`src/rtl/sram_ctrl_pkg.sv`:
```
package sram_ctrl_pkg;

  typedef enum logic [2:0] {
    ST_IDLE   = 3'd0,
    ST_READ   = 3'd1,
    ST_TURN   = 3'd2,
    ST_WSETUP = 3'd3,
    ST_WPULSE = 3'd4,
    ST_WHOLD  = 3'd5
  } phase_e;

  typedef struct packed {
    logic ce_n;
    logic ce;
    logic oe_n;
    logic we_n;
    logic drv;
  } pins_t;

  localparam pins_t PINS_OFF = '{ce_n: 1'b1, ce: 1'b0, oe_n: 1'b1, we_n: 1'b1, drv: 1'b0};

  // round a nanosecond figure up to whole clock periods, never below one
  function automatic int ns_to_cyc(input int ns, input int period);
    int c;
    c = (ns + period - 1) / period;
    if (c < 1) c = 1;
    return c;
  endfunction

  function automatic int imax(input int a, input int b);
    return (a > b) ? a : b;
  endfunction

endpackage

```
`src/rtl/sram_ctrl_seq.sv`:
```
module sram_ctrl_seq
  import sram_ctrl_pkg::*;
#(
  parameter int RD_C   = 4,
  parameter int TURN_C = 2,
  parameter int SU_C   = 1,
  parameter int PW_C   = 3,
  parameter int HD_C   = 1
) (
  input  logic  clk,
  input  logic  rst_n,
  input  logic  req_valid,
  input  logic  req_write,
  output logic  req_ready,
  output logic  accept,
  output logic  capture,
  output pins_t pins_q
);

  localparam int MAXC  = imax(imax(RD_C, TURN_C), imax(imax(SU_C, PW_C), HD_C));
  localparam int CNT_W = $clog2(MAXC) + 1;
  localparam logic [CNT_W-1:0] RD_L   = CNT_W'(RD_C - 1);
  localparam logic [CNT_W-1:0] TURN_L = CNT_W'(TURN_C - 1);
  localparam logic [CNT_W-1:0] SU_L   = CNT_W'(SU_C - 1);
  localparam logic [CNT_W-1:0] PW_L   = CNT_W'(PW_C - 1);
  localparam logic [CNT_W-1:0] HD_L   = CNT_W'(HD_C - 1);

  phase_e           state_q, state_d;
  logic [CNT_W-1:0] cnt_q, cnt_d;
  pins_t            pins_d;

  function automatic pins_t decode(input phase_e st);
    pins_t p;
    p = PINS_OFF;
    case (st)
      ST_READ: begin
        p.ce_n = 1'b0; p.ce = 1'b1; p.oe_n = 1'b0;
      end
      ST_WSETUP, ST_WHOLD: begin
        p.ce_n = 1'b0; p.ce = 1'b1; p.drv = 1'b1;
      end
      ST_WPULSE: begin
        p.ce_n = 1'b0; p.ce = 1'b1; p.drv = 1'b1; p.we_n = 1'b0;
      end
      default: p = PINS_OFF;
    endcase
    return p;
  endfunction

  always_comb begin
    state_d = state_q;
    cnt_d   = cnt_q;
    accept  = 1'b0;
    capture = 1'b0;
    case (state_q)
      ST_IDLE: begin
        if (req_valid) begin
          accept = 1'b1;
          if (req_write) begin
            state_d = ST_WSETUP;
            cnt_d   = SU_L;
          end else begin
            state_d = ST_READ;
            cnt_d   = RD_L;
          end
        end
      end
      ST_READ: begin
        if (cnt_q == '0) begin
          capture = 1'b1;
          state_d = ST_TURN;
          cnt_d   = TURN_L;
        end else begin
          cnt_d = cnt_q - 1'b1;
        end
      end
      ST_TURN: begin
        if (cnt_q == '0) state_d = ST_IDLE;
        else             cnt_d   = cnt_q - 1'b1;
      end
      ST_WSETUP: begin
        if (cnt_q == '0) begin
          state_d = ST_WPULSE;
          cnt_d   = PW_L;
        end else begin
          cnt_d = cnt_q - 1'b1;
        end
      end
      ST_WPULSE: begin
        if (cnt_q == '0) begin
          state_d = ST_WHOLD;
          cnt_d   = HD_L;
        end else begin
          cnt_d = cnt_q - 1'b1;
        end
      end
      ST_WHOLD: begin
        if (cnt_q == '0) state_d = ST_IDLE;
        else             cnt_d   = cnt_q - 1'b1;
      end
      default: state_d = ST_IDLE;
    endcase
    pins_d = decode(state_d);
  end

  always_ff @(posedge clk or negedge rst_n) begin
    if (!rst_n) begin
      state_q <= ST_IDLE;
      cnt_q   <= '0;
      pins_q  <= PINS_OFF;
    end else begin
      state_q <= state_d;
      cnt_q   <= cnt_d;
      pins_q  <= pins_d;
    end
  end

  assign req_ready = (state_q == ST_IDLE);

  AST_NO_CONTENTION: assert property (@(posedge clk) disable iff (!rst_n)
    pins_q.drv |-> pins_q.oe_n);
  AST_WE_SELECTED: assert property (@(posedge clk) disable iff (!rst_n)
    !pins_q.we_n |-> (!pins_q.ce_n && pins_q.ce && pins_q.oe_n && pins_q.drv));
  AST_IDLE_DESELECT: assert property (@(posedge clk) disable iff (!rst_n)
    req_ready |-> (pins_q.ce_n && !pins_q.ce && pins_q.we_n && !pins_q.drv));
  AST_WE_END_HOLD: assert property (@(posedge clk) disable iff (!rst_n)
    $rose(pins_q.we_n) |-> (!pins_q.ce_n && pins_q.ce && pins_q.drv));
  AST_CAPTURE_IN_READ: assert property (@(posedge clk) disable iff (!rst_n)
    capture |-> (!pins_q.oe_n && !pins_q.ce_n));

endmodule

```
`src/rtl/sram_ctrl_dpath.sv`:
```
module sram_ctrl_dpath #(
  parameter int ADDR_W = 17,
  parameter int DATA_W = 8
) (
  input  logic              clk,
  input  logic              rst_n,
  input  logic              accept,
  input  logic              capture,
  input  logic [ADDR_W-1:0] req_addr,
  input  logic [DATA_W-1:0] req_wdata,
  input  logic [DATA_W-1:0] mem_dq_in,
  output logic [ADDR_W-1:0] addr_q,
  output logic [DATA_W-1:0] wdata_q,
  output logic [DATA_W-1:0] rd_data_q,
  output logic              rd_valid_q
);

  logic [ADDR_W-1:0] addr_d;
  logic [DATA_W-1:0] wdata_d;
  logic [DATA_W-1:0] rd_data_d;

  always_comb begin
    addr_d    = accept  ? req_addr  : addr_q;
    wdata_d   = accept  ? req_wdata : wdata_q;
    rd_data_d = capture ? mem_dq_in : rd_data_q;
  end

  always_ff @(posedge clk or negedge rst_n) begin
    if (!rst_n) begin
      addr_q     <= '0;
      wdata_q    <= '0;
      rd_data_q  <= '0;
      rd_valid_q <= 1'b0;
    end else begin
      addr_q     <= addr_d;
      wdata_q    <= wdata_d;
      rd_data_q  <= rd_data_d;
      rd_valid_q <= capture;
    end
  end

  AST_RDV_ONE_CYCLE: assert property (@(posedge clk) disable iff (!rst_n)
    rd_valid_q |=> !rd_valid_q);

endmodule

```
`src/rtl/sram_async_ctrl.sv`:
```
module sram_async_ctrl
  import sram_ctrl_pkg::*;
#(
  parameter int ADDR_W           = 17,
  parameter int DATA_W           = 8,
  parameter int CLK_PERIOD_NS    = 4,
  parameter int T_CYCLE_NS       = 15,
  parameter int T_ACCESS_NS      = 15,
  parameter int T_OE_ACCESS_NS   = 7,
  parameter int T_OE_HIZ_NS      = 7,
  parameter int T_ADDR_SU_NS     = 0,
  parameter int T_ADDR_TO_END_NS = 12,
  parameter int T_WE_PULSE_NS    = 12,
  parameter int T_DATA_SU_NS     = 8,
  parameter int T_ADDR_HOLD_NS   = 0
) (
  input  logic              clk,
  input  logic              rst_n,
  input  logic              req_valid,
  output logic              req_ready,
  input  logic              req_write,
  input  logic [ADDR_W-1:0] req_addr,
  input  logic [DATA_W-1:0] req_wdata,
  output logic [DATA_W-1:0] rd_data,
  output logic              rd_valid,
  output logic [ADDR_W-1:0] mem_addr,
  output logic              mem_ce_n,
  output logic              mem_ce,
  output logic              mem_oe_n,
  output logic              mem_we_n,
  output logic [DATA_W-1:0] mem_dq_out,
  output logic              mem_dq_oe,
  input  logic [DATA_W-1:0] mem_dq_in
);

  localparam int CYC_C  = ns_to_cyc(T_CYCLE_NS, CLK_PERIOD_NS);
  localparam int SU_C   = ns_to_cyc(T_ADDR_SU_NS, CLK_PERIOD_NS);
  localparam int PW_C   = imax(ns_to_cyc(T_WE_PULSE_NS, CLK_PERIOD_NS),
                               imax(ns_to_cyc(T_DATA_SU_NS, CLK_PERIOD_NS),
                                    ns_to_cyc(T_ADDR_TO_END_NS, CLK_PERIOD_NS)));
  localparam int HD_C   = imax(ns_to_cyc(T_ADDR_HOLD_NS, CLK_PERIOD_NS), CYC_C - SU_C - PW_C);
  localparam int RD_C   = imax(ns_to_cyc(T_ACCESS_NS, CLK_PERIOD_NS),
                               imax(ns_to_cyc(T_OE_ACCESS_NS, CLK_PERIOD_NS), CYC_C));
  localparam int TURN_C = ns_to_cyc(T_OE_HIZ_NS, CLK_PERIOD_NS);

  logic  accept;
  logic  capture;
  pins_t pins_q;

  sram_ctrl_seq #(
    .RD_C   (RD_C),
    .TURN_C (TURN_C),
    .SU_C   (SU_C),
    .PW_C   (PW_C),
    .HD_C   (HD_C)
  ) seq_i (
    .clk       (clk),
    .rst_n     (rst_n),
    .req_valid (req_valid),
    .req_write (req_write),
    .req_ready (req_ready),
    .accept    (accept),
    .capture   (capture),
    .pins_q    (pins_q)
  );

  sram_ctrl_dpath #(
    .ADDR_W (ADDR_W),
    .DATA_W (DATA_W)
  ) dpath_i (
    .clk        (clk),
    .rst_n      (rst_n),
    .accept     (accept),
    .capture    (capture),
    .req_addr   (req_addr),
    .req_wdata  (req_wdata),
    .mem_dq_in  (mem_dq_in),
    .addr_q     (mem_addr),
    .wdata_q    (mem_dq_out),
    .rd_data_q  (rd_data),
    .rd_valid_q (rd_valid)
  );

  assign mem_ce_n  = pins_q.ce_n;
  assign mem_ce    = pins_q.ce;
  assign mem_oe_n  = pins_q.oe_n;
  assign mem_we_n  = pins_q.we_n;
  assign mem_dq_oe = pins_q.drv;

  AST_ADDR_STABLE: assert property (@(posedge clk) disable iff (!rst_n)
    (!req_ready && !$past(req_ready)) |-> ($stable(mem_addr) && $stable(mem_dq_out)));

endmodule

```
`config.mk`:
```
export PLATFORM = sky130hd
export DESIGN_NAME = sram_async_ctrl
export DESIGN_NICKNAME = d
export VERILOG_FILES = /design/src/rtl/sram_ctrl_pkg.sv /design/src/rtl/sram_ctrl_seq.sv /design/src/rtl/sram_ctrl_dpath.sv /design/src/rtl/sram_async_ctrl.sv
export SDC_FILE = /design/constraint.sdc
export NUM_CORES = 1
export LEC_CHECK = 0
export ABC_AREA = 1
export BUFFER_PORTS_ARGS = -buffer_cell sky130_fd_sc_hd__buf_2
export CAP_MARGIN = 25
export CORE_ASPECT_RATIO = 0.7
export CORE_UTILIZATION = 45
export DETAILED_ROUTE_END_ITERATION = 12
export GPL_TIMING_DRIVEN = 0
export PLACE_DENSITY = 0.74
export SLEW_MARGIN = 20
export SYNTH_ARGS = -nofsm -noshare
export SYNTH_HDL_FRONTEND = slang
export SYNTH_SLANG_ARGS = --single-unit
```
`constraint.sdc`:
```
create_clock -name clk -period 2.1 [get_ports clk]
set_clock_uncertainty 0.15 [all_clocks]
set_input_delay 0.63 -clock clk [delete_from_list [all_inputs] [get_ports clk]]
set_output_delay 0.63 -clock clk [all_outputs]
set_load 0.05 [all_outputs]
```
==> impl_metrics.tcl <==
set metrics [dict create \
    post-route-period-util 0.968 \
    synthDistinctLibCells 20 \
    place_inst 363 \
    grt.overflow.total 0 \
    worstPathMaxFanout 2 \
    critPathMostFrequentCell "nor2_4" \
    crit_family "flip-flops" \
    maxSlewViolCount 0 \
    hpwl_um 3050 \
    die_w_um 81.9 \
    rows 19 \
    drtIter0Drc 131 \
    timing.hold.ws_ns 0.171 \
    multiInputGateArea_um2 766 \
    ys_seq_elements 45 \
    hp-class "in2async" \
    rsz0062_at_grt "no" \
    drtAntennaViolNets 0 \
    grt_pass1_wl_um 7280 \
    core_um2 4090 \
    via_per_inst 4.68 \
    area_growth_syn_to_layout_pct 31.3 \
    htreeDepth 2 \
    leakage_nw 1.55 \
    setup_tns_ns 0 \
    die_y_um 57.9 \
    nets 364 \
    syn-num-nets 275 \
    detail_route.wirelength_um 4350 \
    synthesis.area_um2 2010 \
    stdcell_count 378 \
    hold_viol 0 \
    cts_tree "yes" \
    path_buf_inv 3 \
    status "finished, final reports clean" \
    grt_pass1_vias 1615 \
    grt_max_degree 46 \
    ys_seq_area_frac 0.562 \
    fin_util 0.645 \
    finalPower_mw 5.07 \
    clock.fmax_ghz 0.492 \
    cts_hold_buf 0 \
    clk_pin_slew_ns 0.08 \
    seq_area_um2 1130 \
    grt_usage 0.205 \
    p_per_area_nw_per_um2 1920 \
    critPathRequiredTime_ns 1.32 \
    tightest_slew_ns 0.566 \
    drc 0 \
    insertedDiodeCount 0 \
    fill_cells 368 \
    detail_route.wl_per_cell_um 11.5 \
    crit_slowest_cell "dfrtp_1" \
    io_buffers 75 \
    cp-start-kind "flop" \
    cp_cell_sequence "nor2_4 > inv_2 > nor2_4 > buf_6 > buf_8" \
    place_congestion 0.827 \
    cts.sinks 45 \
    cp.arrival_ns 1.25 \
    cts_buffers 5 \
    route.vias.total 1768 \
    critPathMaxStageDelay_ns 0.42 \
    dr.pass1.iters 4 \
    synth_cells 236 \
    yosys_warnings 0 \
    antenna_found_initial 0 \
    setup_violations 0 \
    period_needed_ns 2.03 \
    pin_count 77 \
    place_ws_ns -0.0832 \
    clock_path_buffers 2 \
    syn_area_per_cell_um2 8.51 \
    drv_cap 0 \
    stdcell_area_um2 2640 \
    path_class "reg2out" \
    start_util 0.491 \
    setup_ws_ns 0.0663 \
    clock_latency_ns 0.29 \
    endpoint_kind "output pin" \
    die_area_um2 4740 \
    worst_ir_drop_vdd_mv 1.01 \
    dpl-instance-area_um2 2450 \
    drive_gt1_frac 0.344 \
    slew_headroom 0.623 \
    cts_root_buffer "clkbuf_8" \
]
==> cells in the final DEF, fill, tap and decap left out, drive strengths merged, types with 3 or more instances in the layout <==
master	count
nand2	107
buf	87
dfrtp	42
nand3	34
inv	17
nor2	15
clkbuf	8
a21oi	6
dfstp	3
==> flip-flops by register name, summed over array words and instances, names as in the netlist <==
signal,cells
dpath_i.rd_valid_q,1
dpath_i.rd_data_q,8
dpath_i.wdata_q,8
dpath_i.addr_q,17
seq_i.pins_q,5
seq_i.cnt_q,3
seq_i.state_q,3
==> final timing paths <==
kind	startpoint	to	slack, ns	cells after the start
min	rst_n	dpath_i.rd_data_q[3]	0.17	1
max reg2reg	seq_i.cnt_q[0]	seq_i.cnt_q[0]	0.21	8
min in group clk	dpath_i.addr_q[5]	dpath_i.addr_q[5]	0.32	2
max in group asynchronous	rst_n	seq_i.pins_q[4]	1.04	2
min reg2reg	dpath_i.addr_q[5]	dpath_i.addr_q[5]	0.32	2
max	seq_i.state_q[2]	req_ready	0.07	5
==> cells in the mapped netlist <==
master / number / area (µm²)
buf_4: 2 / 15.0
nand3b_4: 1 / 20.0
inv_6: 1 / 8.76
nor2_2: 4 / 25.0
buf_6: 2 / 22.5
dfrtp_1: 42 / 1050
nand2_1: 103 / 387
o22ai_1: 1 / 6.26
clkbuf_1: 2 / 7.51
nand2_4: 2 / 22.5
nand4_1: 1 / 6.26
nand3_1: 34 / 170
dfstp_2: 3 / 78.8
a21oi_1: 6 / 30.0
ha_1: 2 / 25.0
nor2_1: 9 / 33.8
buf_2: 1 / 5.00
inv_1: 16 / 60.1
nand2_2: 2 / 12.5
nor2_4: 2 / 22.5
==> routing by layer <==
| layer | global-route usage | wire [µm] | vias to the layer above |
|---|---|---|---|
| met5 | 0 | 0 | - |
| met3 | 0.0740 | 307 | 3 |
| li1 | - | - | 914 |
| met2 | 0.283 | 1740 | 60 |
| met1 | 0.304 | 2280 | 791 |
| met4 | 0.0526 | 15 | 0 |
==> cell families (layout without fill, tap and decap cells) <==
family          count (synthesis)  count (layout)  share of synthesized area
simple gates                  158             158                      0.348
flops                          45              45                      0.562
buf+inv                        24             114                     0.0592
compound gates                  7               7                     0.0181
fa+ha+maj                       2               2                     0.0125
==> layout make-up <==
cell class / instances / share of cell area
Clock buffer: 6 / 0.0313
Buffer: 7 / 0.0204
Tap cell: 52 / 0.0247
Inverter: 17 / 0.0261
Multi-Input combinational cell: 167 / 0.290
Clock inverter: 2 / 0.00522
Sequential cell: 45 / 0.429
Timing Repair Buffer: 82 / 0.174
==> power breakdown <==
| group | switching [mW] | internal (mW) | leakage [nW] |
|---|---|---|---|
| Combinational | 2.21 | 0.800 | 0.946 |
| Clock | 0.291 | 0.267 | 0.0512 |
| Sequential | 0.215 | 1.29 | 0.552 |
==> timing repair <==
action	in CTS	in global routing
pin swaps	1	1
resized for setup	5	2
hold endpoints to repair	0	0
endpoints found under the setup margin	1	1
buffers inserted	4	2
==> worst reg2reg max path, cell delays in order (launching register included) <==
cell and delay, ns:
dfrtp_1 0.41, inv_1 0.12, ha_1 0.18, inv_1 0.05
nor2_2 0.31, nand3_1 0.25, nand2_1 0.12, nor2_1 0.06
a21oi_1 0.15
Power figures use the tool's default switching activity.
